--- config.mk ---
export PLATFORM = sky130hd
export DESIGN_NAME = lic_timer
export DESIGN_NICKNAME = d
export VERILOG_FILES = /design/src/rtl/lic_timer_pkg.sv /design/src/rtl/lic_prescaler.sv /design/src/rtl/lic_countdown.sv /design/src/rtl/lic_regfile.sv /design/src/rtl/lic_timer.sv
export SDC_FILE = /design/constraint.sdc
export NUM_CORES = 1
export LEC_CHECK = 0
export ABC_AREA = 1
export BUFFER_PORTS_ARGS = -buffer_cell sky130_fd_sc_hd__buf_4
export CAP_MARGIN = 20
export CORE_AREA = 2 2 99 149
export CTS_CLUSTER_DIAMETER = 50
export CTS_CLUSTER_SIZE = 30
export DETAILED_ROUTE_END_ITERATION = 8
export DIE_AREA = 0 0 101 151
export GPL_ROUTABILITY_DRIVEN = 0
export PLACE_DENSITY_LB_ADDON = 0.1
export SYNTH_ARGS = -nofsm -noshare
export SYNTH_HDL_FRONTEND = slang
export SYNTH_SLANG_ARGS = --single-unit
--- constraint.sdc ---
create_clock -name clk -period 3.64 [get_ports clk]
set_input_delay 0.182 -clock clk [delete_from_list [all_inputs] [get_ports clk]]
set_output_delay 0.182 -clock clk [all_outputs]
set_load 0.05 [all_outputs]
--- src/rtl/lic_timer_pkg.sv ---
package lic_timer_pkg;

  localparam int unsigned VEC_W      = 8;
  localparam int unsigned DIV_W      = 4;
  localparam int unsigned SHIFT_W    = 3;
  localparam int unsigned SEL_W      = 3;
  localparam int unsigned MASK_BIT   = 16;
  localparam int unsigned MODE_BIT   = 17;
  localparam int unsigned PRIO_W     = 8;
  localparam int unsigned SPUR_W     = 8;
  localparam int unsigned DFMT_W     = 4;

  localparam logic [SPUR_W-1:0] SPUR_RESET = '1;
  localparam logic [DFMT_W-1:0] DFMT_RESET = '1;

  typedef enum logic [SEL_W-1:0] {
    SEL_INIT  = 3'd0,
    SEL_CUR   = 3'd1,
    SEL_DIV   = 3'd2,
    SEL_ENTRY = 3'd3,
    SEL_PRIO  = 3'd4,
    SEL_SPUR  = 3'd5,
    SEL_DFMT  = 3'd6,
    SEL_NONE  = 3'd7
  } sel_e;

  typedef struct packed {
    logic             periodic;
    logic             masked;
    logic [VEC_W-1:0] vector;
  } entry_t;

  localparam entry_t ENTRY_RESET = '{periodic: 1'b0, masked: 1'b1, vector: '0};

  // divide setting bits {3,1,0}: 0..6 -> shift 1..7, 7 -> shift 0
  function automatic logic [SHIFT_W-1:0] div_to_shift(input logic [DIV_W-1:0] d);
    logic [SHIFT_W-1:0] code;
    code = {d[3], d[1:0]};
    if (code == 3'd7) return '0;
    return code + 3'd1;
  endfunction

endpackage

--- src/rtl/lic_prescaler.sv ---
module lic_prescaler #(
  parameter int unsigned SHIFT_W = 3
) (
  input  logic               clk,
  input  logic               rst_n,
  input  logic               restart,
  input  logic [SHIFT_W-1:0] shift,
  output logic               tick
);

  localparam int unsigned PW = (1 << SHIFT_W) - 1;

  logic [PW-1:0] pcnt_q;
  logic [PW-1:0] pcnt_d;
  logic [PW-1:0] low_mask;

  // low_mask has shift ones at the bottom
  always_comb begin
    low_mask = ~({PW{1'b1}} << shift);
    tick     = ((pcnt_q & low_mask) == low_mask);
  end

  always_comb begin
    if (restart) pcnt_d = '0;
    else         pcnt_d = pcnt_q + 1'b1;
  end

  always_ff @(posedge clk or negedge rst_n) begin
    if (!rst_n) pcnt_q <= '0;
    else        pcnt_q <= pcnt_d;
  end

endmodule

--- src/rtl/lic_countdown.sv ---
module lic_countdown #(
  parameter int unsigned CNT_W = 32
) (
  input  logic             clk,
  input  logic             rst_n,
  input  logic             load,
  input  logic [CNT_W-1:0] load_val,
  input  logic [CNT_W-1:0] reload_val,
  input  logic             tick,
  input  logic             periodic,
  output logic [CNT_W-1:0] count,
  output logic             expire
);

  logic [CNT_W-1:0] cnt_q, cnt_d;
  logic             run_q, run_d;
  logic             cnt_zero;

  assign cnt_zero = (cnt_q == '0);
  assign count    = cnt_q;

  always_comb begin
    cnt_d  = cnt_q;
    run_d  = run_q;
    expire = 1'b0;
    if (load) begin
      cnt_d = load_val;
      run_d = |load_val;
    end else if (tick && run_q) begin
      if (cnt_zero) begin
        expire = 1'b1;
        if (periodic) cnt_d = reload_val;
        else          run_d = 1'b0;
      end else begin
        cnt_d = cnt_q - 1'b1;
      end
    end
  end

  always_ff @(posedge clk or negedge rst_n) begin
    if (!rst_n) begin
      cnt_q <= '0;
      run_q <= 1'b0;
    end else begin
      cnt_q <= cnt_d;
      run_q <= run_d;
    end
  end

endmodule

--- src/rtl/lic_regfile.sv ---
module lic_regfile
  import lic_timer_pkg::*;
#(
  parameter int unsigned DATA_W = 32
) (
  input  logic               clk,
  input  logic               rst_n,
  input  logic               wr_en,
  input  logic [SEL_W-1:0]   wr_sel,
  input  logic [DATA_W-1:0]  wr_data,
  input  logic [SEL_W-1:0]   rd_sel,
  input  logic [DATA_W-1:0]  cur_count,
  output logic [DATA_W-1:0]  rd_data,
  output logic [DATA_W-1:0]  init_count,
  output logic               init_load,
  output logic [SHIFT_W-1:0] shift,
  output entry_t             entry
);

  logic [DATA_W-1:0] init_q, init_d;
  logic [DIV_W-1:0]  div_q, div_d;
  entry_t            entry_q, entry_d;
  logic [PRIO_W-1:0] prio_q, prio_d;
  logic [SPUR_W-1:0] spur_q, spur_d;
  logic [DFMT_W-1:0] dfmt_q, dfmt_d;
  logic              unused_wr_hi;

  assign unused_wr_hi = ^{wr_data[DATA_W-1:MODE_BIT+1], wr_data[MASK_BIT-1:VEC_W]};

  // next-state
  always_comb begin
    init_d    = init_q;
    div_d     = div_q;
    entry_d   = entry_q;
    prio_d    = prio_q;
    spur_d    = spur_q;
    dfmt_d    = dfmt_q;
    init_load = 1'b0;
    if (wr_en) begin
      unique case (sel_e'(wr_sel))
        SEL_INIT: begin
          init_d    = wr_data;
          init_load = 1'b1;
        end
        SEL_DIV:   div_d = wr_data[DIV_W-1:0];
        SEL_ENTRY: entry_d = '{periodic: wr_data[MODE_BIT],
                               masked:   wr_data[MASK_BIT],
                               vector:   wr_data[VEC_W-1:0]};
        SEL_PRIO:  prio_d = wr_data[PRIO_W-1:0];
        SEL_SPUR:  spur_d = wr_data[SPUR_W-1:0];
        SEL_DFMT:  dfmt_d = wr_data[DFMT_W-1:0];
        default: ;
      endcase
    end
  end

  // registers with an explicit write enable
  always_ff @(posedge clk or negedge rst_n) begin
    if (!rst_n) begin
      init_q  <= '0;
      div_q   <= '0;
      entry_q <= ENTRY_RESET;
      prio_q  <= '0;
      spur_q  <= SPUR_RESET;
      dfmt_q  <= DFMT_RESET;
    end else if (wr_en) begin
      init_q  <= init_d;
      div_q   <= div_d;
      entry_q <= entry_d;
      prio_q  <= prio_d;
      spur_q  <= spur_d;
      dfmt_q  <= dfmt_d;
    end
  end

  // read mux
  always_comb begin
    rd_data = '0;
    unique case (sel_e'(rd_sel))
      SEL_INIT:  rd_data = init_q;
      SEL_CUR:   rd_data = cur_count;
      SEL_DIV:   rd_data[DIV_W-1:0] = div_q;
      SEL_ENTRY: begin
        rd_data[MODE_BIT]    = entry_q.periodic;
        rd_data[MASK_BIT]    = entry_q.masked;
        rd_data[VEC_W-1:0]   = entry_q.vector;
      end
      SEL_PRIO:  rd_data[PRIO_W-1:0] = prio_q;
      SEL_SPUR:  rd_data[SPUR_W-1:0] = spur_q;
      SEL_DFMT:  rd_data[DFMT_W-1:0] = dfmt_q;
      default:   rd_data = '0;
    endcase
  end

  assign init_count = init_q;
  assign shift      = div_to_shift(div_q);
  assign entry      = entry_q;

endmodule

--- src/rtl/lic_timer.sv ---
module lic_timer
  import lic_timer_pkg::*;
#(
  parameter int unsigned DATA_W = 32
) (
  input  logic              clk,
  input  logic              rst_n,
  input  logic              wr_en,
  input  logic [2:0]        wr_sel,
  input  logic [31:0]       wr_data,
  input  logic [2:0]        rd_sel,
  output logic [31:0]       rd_data,
  output logic              irq_o,
  output logic [7:0]        irq_vec_o
);

  localparam int unsigned CNT_W = DATA_W;

  // reset: asserted asynchronously, released on the clock
  logic [1:0] rst_sync_q;
  logic       rst_q;

  always_ff @(posedge clk or negedge rst_n) begin
    if (!rst_n) rst_sync_q <= '0;
    else        rst_sync_q <= {rst_sync_q[0], 1'b1};
  end
  assign rst_q = rst_sync_q[1];

  logic [CNT_W-1:0]   init_count;
  logic [CNT_W-1:0]   cur_count;
  logic               wr_init;
  logic [SHIFT_W-1:0] shift;
  entry_t             entry;
  logic               tick;
  logic               expire;
  logic               lvt_periodic;
  logic               lvt_mask;
  logic [VEC_W-1:0]   lvt_vec;

  lic_regfile #(.DATA_W(DATA_W)) u_regs (
    .clk        (clk),
    .rst_n      (rst_q),
    .wr_en      (wr_en),
    .wr_sel     (wr_sel),
    .wr_data    (wr_data),
    .rd_sel     (rd_sel),
    .cur_count  (cur_count),
    .rd_data    (rd_data),
    .init_count (init_count),
    .init_load  (wr_init),
    .shift      (shift),
    .entry      (entry)
  );

  assign lvt_periodic = entry.periodic;
  assign lvt_mask     = entry.masked;
  assign lvt_vec      = entry.vector;

  lic_prescaler #(.SHIFT_W(SHIFT_W)) u_pre (
    .clk     (clk),
    .rst_n   (rst_q),
    .restart (wr_init),
    .shift   (shift),
    .tick    (tick)
  );

  lic_countdown #(.CNT_W(CNT_W)) u_cnt (
    .clk        (clk),
    .rst_n      (rst_q),
    .load       (wr_init),
    .load_val   (wr_data),
    .reload_val (init_count),
    .tick       (tick),
    .periodic   (lvt_periodic),
    .count      (cur_count),
    .expire     (expire)
  );

  // interrupt pulse stage
  logic             irq_d, irq_q;
  logic [VEC_W-1:0] vec_d, vec_q;

  always_comb begin
    irq_d = expire && !lvt_mask;
    vec_d = irq_d ? lvt_vec : vec_q;
  end

  always_ff @(posedge clk or negedge rst_q) begin
    if (!rst_q) begin
      irq_q <= 1'b0;
      vec_q <= '0;
    end else begin
      irq_q <= irq_d;
      vec_q <= vec_d;
    end
  end

  assign irq_o     = irq_q;
  assign irq_vec_o = vec_q;

endmodule

==> results.json <==
{
  "initial_core_util_pct": 49.1,
  "synth_edf_count": 0,
  "r2r_setup_slack_ps": 1110,
  "async_flop_share_pct": 100,
  "cts_buffers": 17,
  "yosysSeqAreaShare_pct": 43.0,
  "yosys_warnings": 0,
  "worstPathRequired_ps": 3940,
  "hold-worst-slack_ps": 2.30,
  "seqPwrFrac_pct": 36.1,
  "io_pins": 82,
  "area_growth_pct": 19.3,
  "overflow": 0,
  "netlist_area_mm2": 0.00684,
  "clkPwrFrac_pct": 28.1,
  "synth_area_leaders": "dfrtp_1, nand2_1, inv_1",
  "clock.fmax_mhz": 396,
  "tns_ps": 0,
  "clockRootBuffer": "clkbuf_16",
  "die_w_um": 101,
  "drive_gt1_share_pct": 15.5,
  "htree_levels": 4,
  "worstHoldPathType": "input port to register",
  "p_comb_share_pct": 35.8,
  "worst_ep_arrival_time_ps": 2830,
  "yosys-top-cells-count": "nand2_1, inv_1, nor2_1",
  "swShare_pct": 42.7,
  "synthFlopType": "dfrtp_1",
  "synth-seq-cells": 117,
  "antennaDiodeCount": 0,
  "grt_pass1_wl_um": 32900,
  "leakage_nw": 4.23,
  "clkTransAtPathRegs_ps": 60,
  "crit_fanout": 32,
  "rsz0062_at_grt": "false",
  "synth_most_common_cell": "nand2_1",
  "clk_path_buf_depth": 2,
  "ant_nets": 0,
  "power_density_mw_per_mm2": 680,
  "grt_max_degree": 63,
  "first_global_vias": 6523,
  "cts_tree": "built",
  "row_count": 53,
  "drtIter0Drc": 382,
  "syn_inst": 957,
  "yosys.area.top_type": "dfrtp_1",
  "synth_fp_nets": 1005,
  "timing.final.ws_setup_ps": 1110,
  "viasPerCell": 5.48,
  "vias": 6670,
  "fin_skew_ps": 9.81,
  "critPathLaunchType": "register",
  "outcome": "completed",
  "p_int_mw": 3.18,
  "hold_viol_final": 0,
  "finalCriticalPeriod_ps": 2530,
  "cts_resized": 0,
  "first_pass_iters": 6,
  "hpwlAfterDp_um": 15400,
  "p_sw_mw": 2.37,
  "yosysUniqueCellTypes": 45,
  "die_h_um": 151,
  "die_area_mm2": 0.0153,
  "insertion_delay_ps": 420,
  "pre_cts_slack_ps": 1130,
  "finalWirelength_um": 20900,
  "nets": 1088,
  "worstSetupEndpointType": "register",
  "synth_top_area_share_pct": 38.0,
  "max_cap_violations": 0,
  "synth.avg_cell_area_um2": 7.15,
  "port_buffers": 81,
  "final_cell_area_mm2": 0.00817,
  "slew_viol_final": 0,
  "finalCritPeriodShare_pct": 69.5,
  "drc": 0,
  "finalPower_mw": 5.55,
  "post_dp_cell_area_mm2": 0.00759,
  "slew_headroom_pct": 21.2,
  "core_area_mm2": 0.0139,
  "worst_slew_pin_slew_ps": 1170,
  "peakVddDrop_v": 0.000316,
  "antenna_found_initial": 0,
  "finalSetupViolations": 0,
  "wl_per_cell_um": 17.2,
  "track_usage_pct": 28.2,
  "numClockSinks": 117,
  "critical_path_class": "register to register"
}
[final timing paths]
| check | startpoint | end | cells after the start |
|---|---|---|---|
| hold reg to reg | rst_sync_q[0] | rst_sync_q[1] | 0 |
| hold / removal | wr_data[20] | u_regs.init_count[20] | 3 |
| max in group asynchronous | rst_sync_q[1] | u_regs.entry[8] | 1 |
| setup / recovery | u_regs.div_q[1] | u_cnt.count[8] | 12 |
| min in group asynchronous | rst_n | rst_sync_q[1] | 2 |
| setup reg to reg | u_regs.div_q[1] | u_cnt.count[8] | 12 |
[final cells by class]
cell class	instances	area [um^2]
Fill cell	1380	5760
Multi-Input combinational cell	694	3310
Sequential cell	117	2950
Timing Repair Buffer	91	703
Inverter	119	452
Clock buffer	17	425
Tap cell	165	206
Clock inverter	15	119
[sequential cells by signal, summed over array words and instances, names as in the netlist]
name	flops
u_cnt.count	32
u_regs.init_count	32
u_regs.entry	10
irq_vec_o	8
u_regs.prio_q	8
u_regs.spur_q	8
u_pre.pcnt_q	7
u_regs.dfmt_q	4
u_regs.div_q	4
rst_sync_q	2
irq_o	1
u_cnt.run_q	1
[worst max-delay path, cell delays in order (launching register included)]
cell     delay (ps)
dfrtp_1         400
ha_1            190
inv_1            50
ha_1            290
o21ai_0         200
nand2_1          60
and2_1          130
nand2_1          90
nand2_1         190
nand2_4         420
inv_2           200
nand2_1         110
nand3_1          60
[cell families after synthesis]
kind of cell | Yosys count | share of synthesized area [%]
DFF | 117 | 43.0
buffers and inverters | 146 | 8.61
AOI/OAI and AO/OA | 173 | 14.5
adders and majority gates | 7 | 1.28
xor gates and xnor gates | 11 | 1.41
other | 1 | 0.0548
and+or+nand+nor | 502 | 31.2
[repair_timing]
| action | in CTS | in global routing |
|---|---|---|
| endpoints found under the setup margin | 0 | 0 |
| buffers inserted | 0 | 0 |
| hold buffers | 3 | 0 |
| hold endpoints to repair | 4 | 0 |
[cell usage in the layout, fill, tap and decap left out, types with 20 or more instances in the layout]
cell type and count:
nand2_1 291, inv_1 114, nor2_1 108, dfrtp_1 103
buf_4 87, o21ai_0 73, nand3_1 53, a21oi_1 43
o22ai_1 20
[power by group through the flow]
stage | Combinational (mW) | Clock [mW] | Sequential (mW)
2_1_floorplan | 1.49 | 0 | 1.90
3_3_place_gp | 1.93 | 0 | 2.01
3_5_place_dp | 1.95 | 0 | 2.01
4_1_cts | 1.97 | 1.57 | 1.99
5_1_grt | 2.23 | 1.64 | 2.04
6_report | 1.99 | 1.56 | 2.00
[per-stage QoR]
step	util, %	std cells
finish	58.6	1218
global route	58.6	1218
CTS	58.6	1218
detailed placement	54.5	1183
global placement	54.5	1182
floorplan	-	957
[per-layer routing]
| metal | vias to the layer above | share of wire, % | wire [um] | track usage [%] |
|---|---|---|---|---|
| li1 | 3252 | - | - | - |
| met1 | 3146 | 38 | 8050 | 31.9 |
| met2 | 215 | 52 | 11000 | 50.7 |
| met3 | 57 | 4.7 | 986 | 5.08 |
| met4 | 0 | 4.5 | 932 | 13.6 |
| met5 | - | 0 | 0 | 0 |
(Power assumes the default switching activity.)
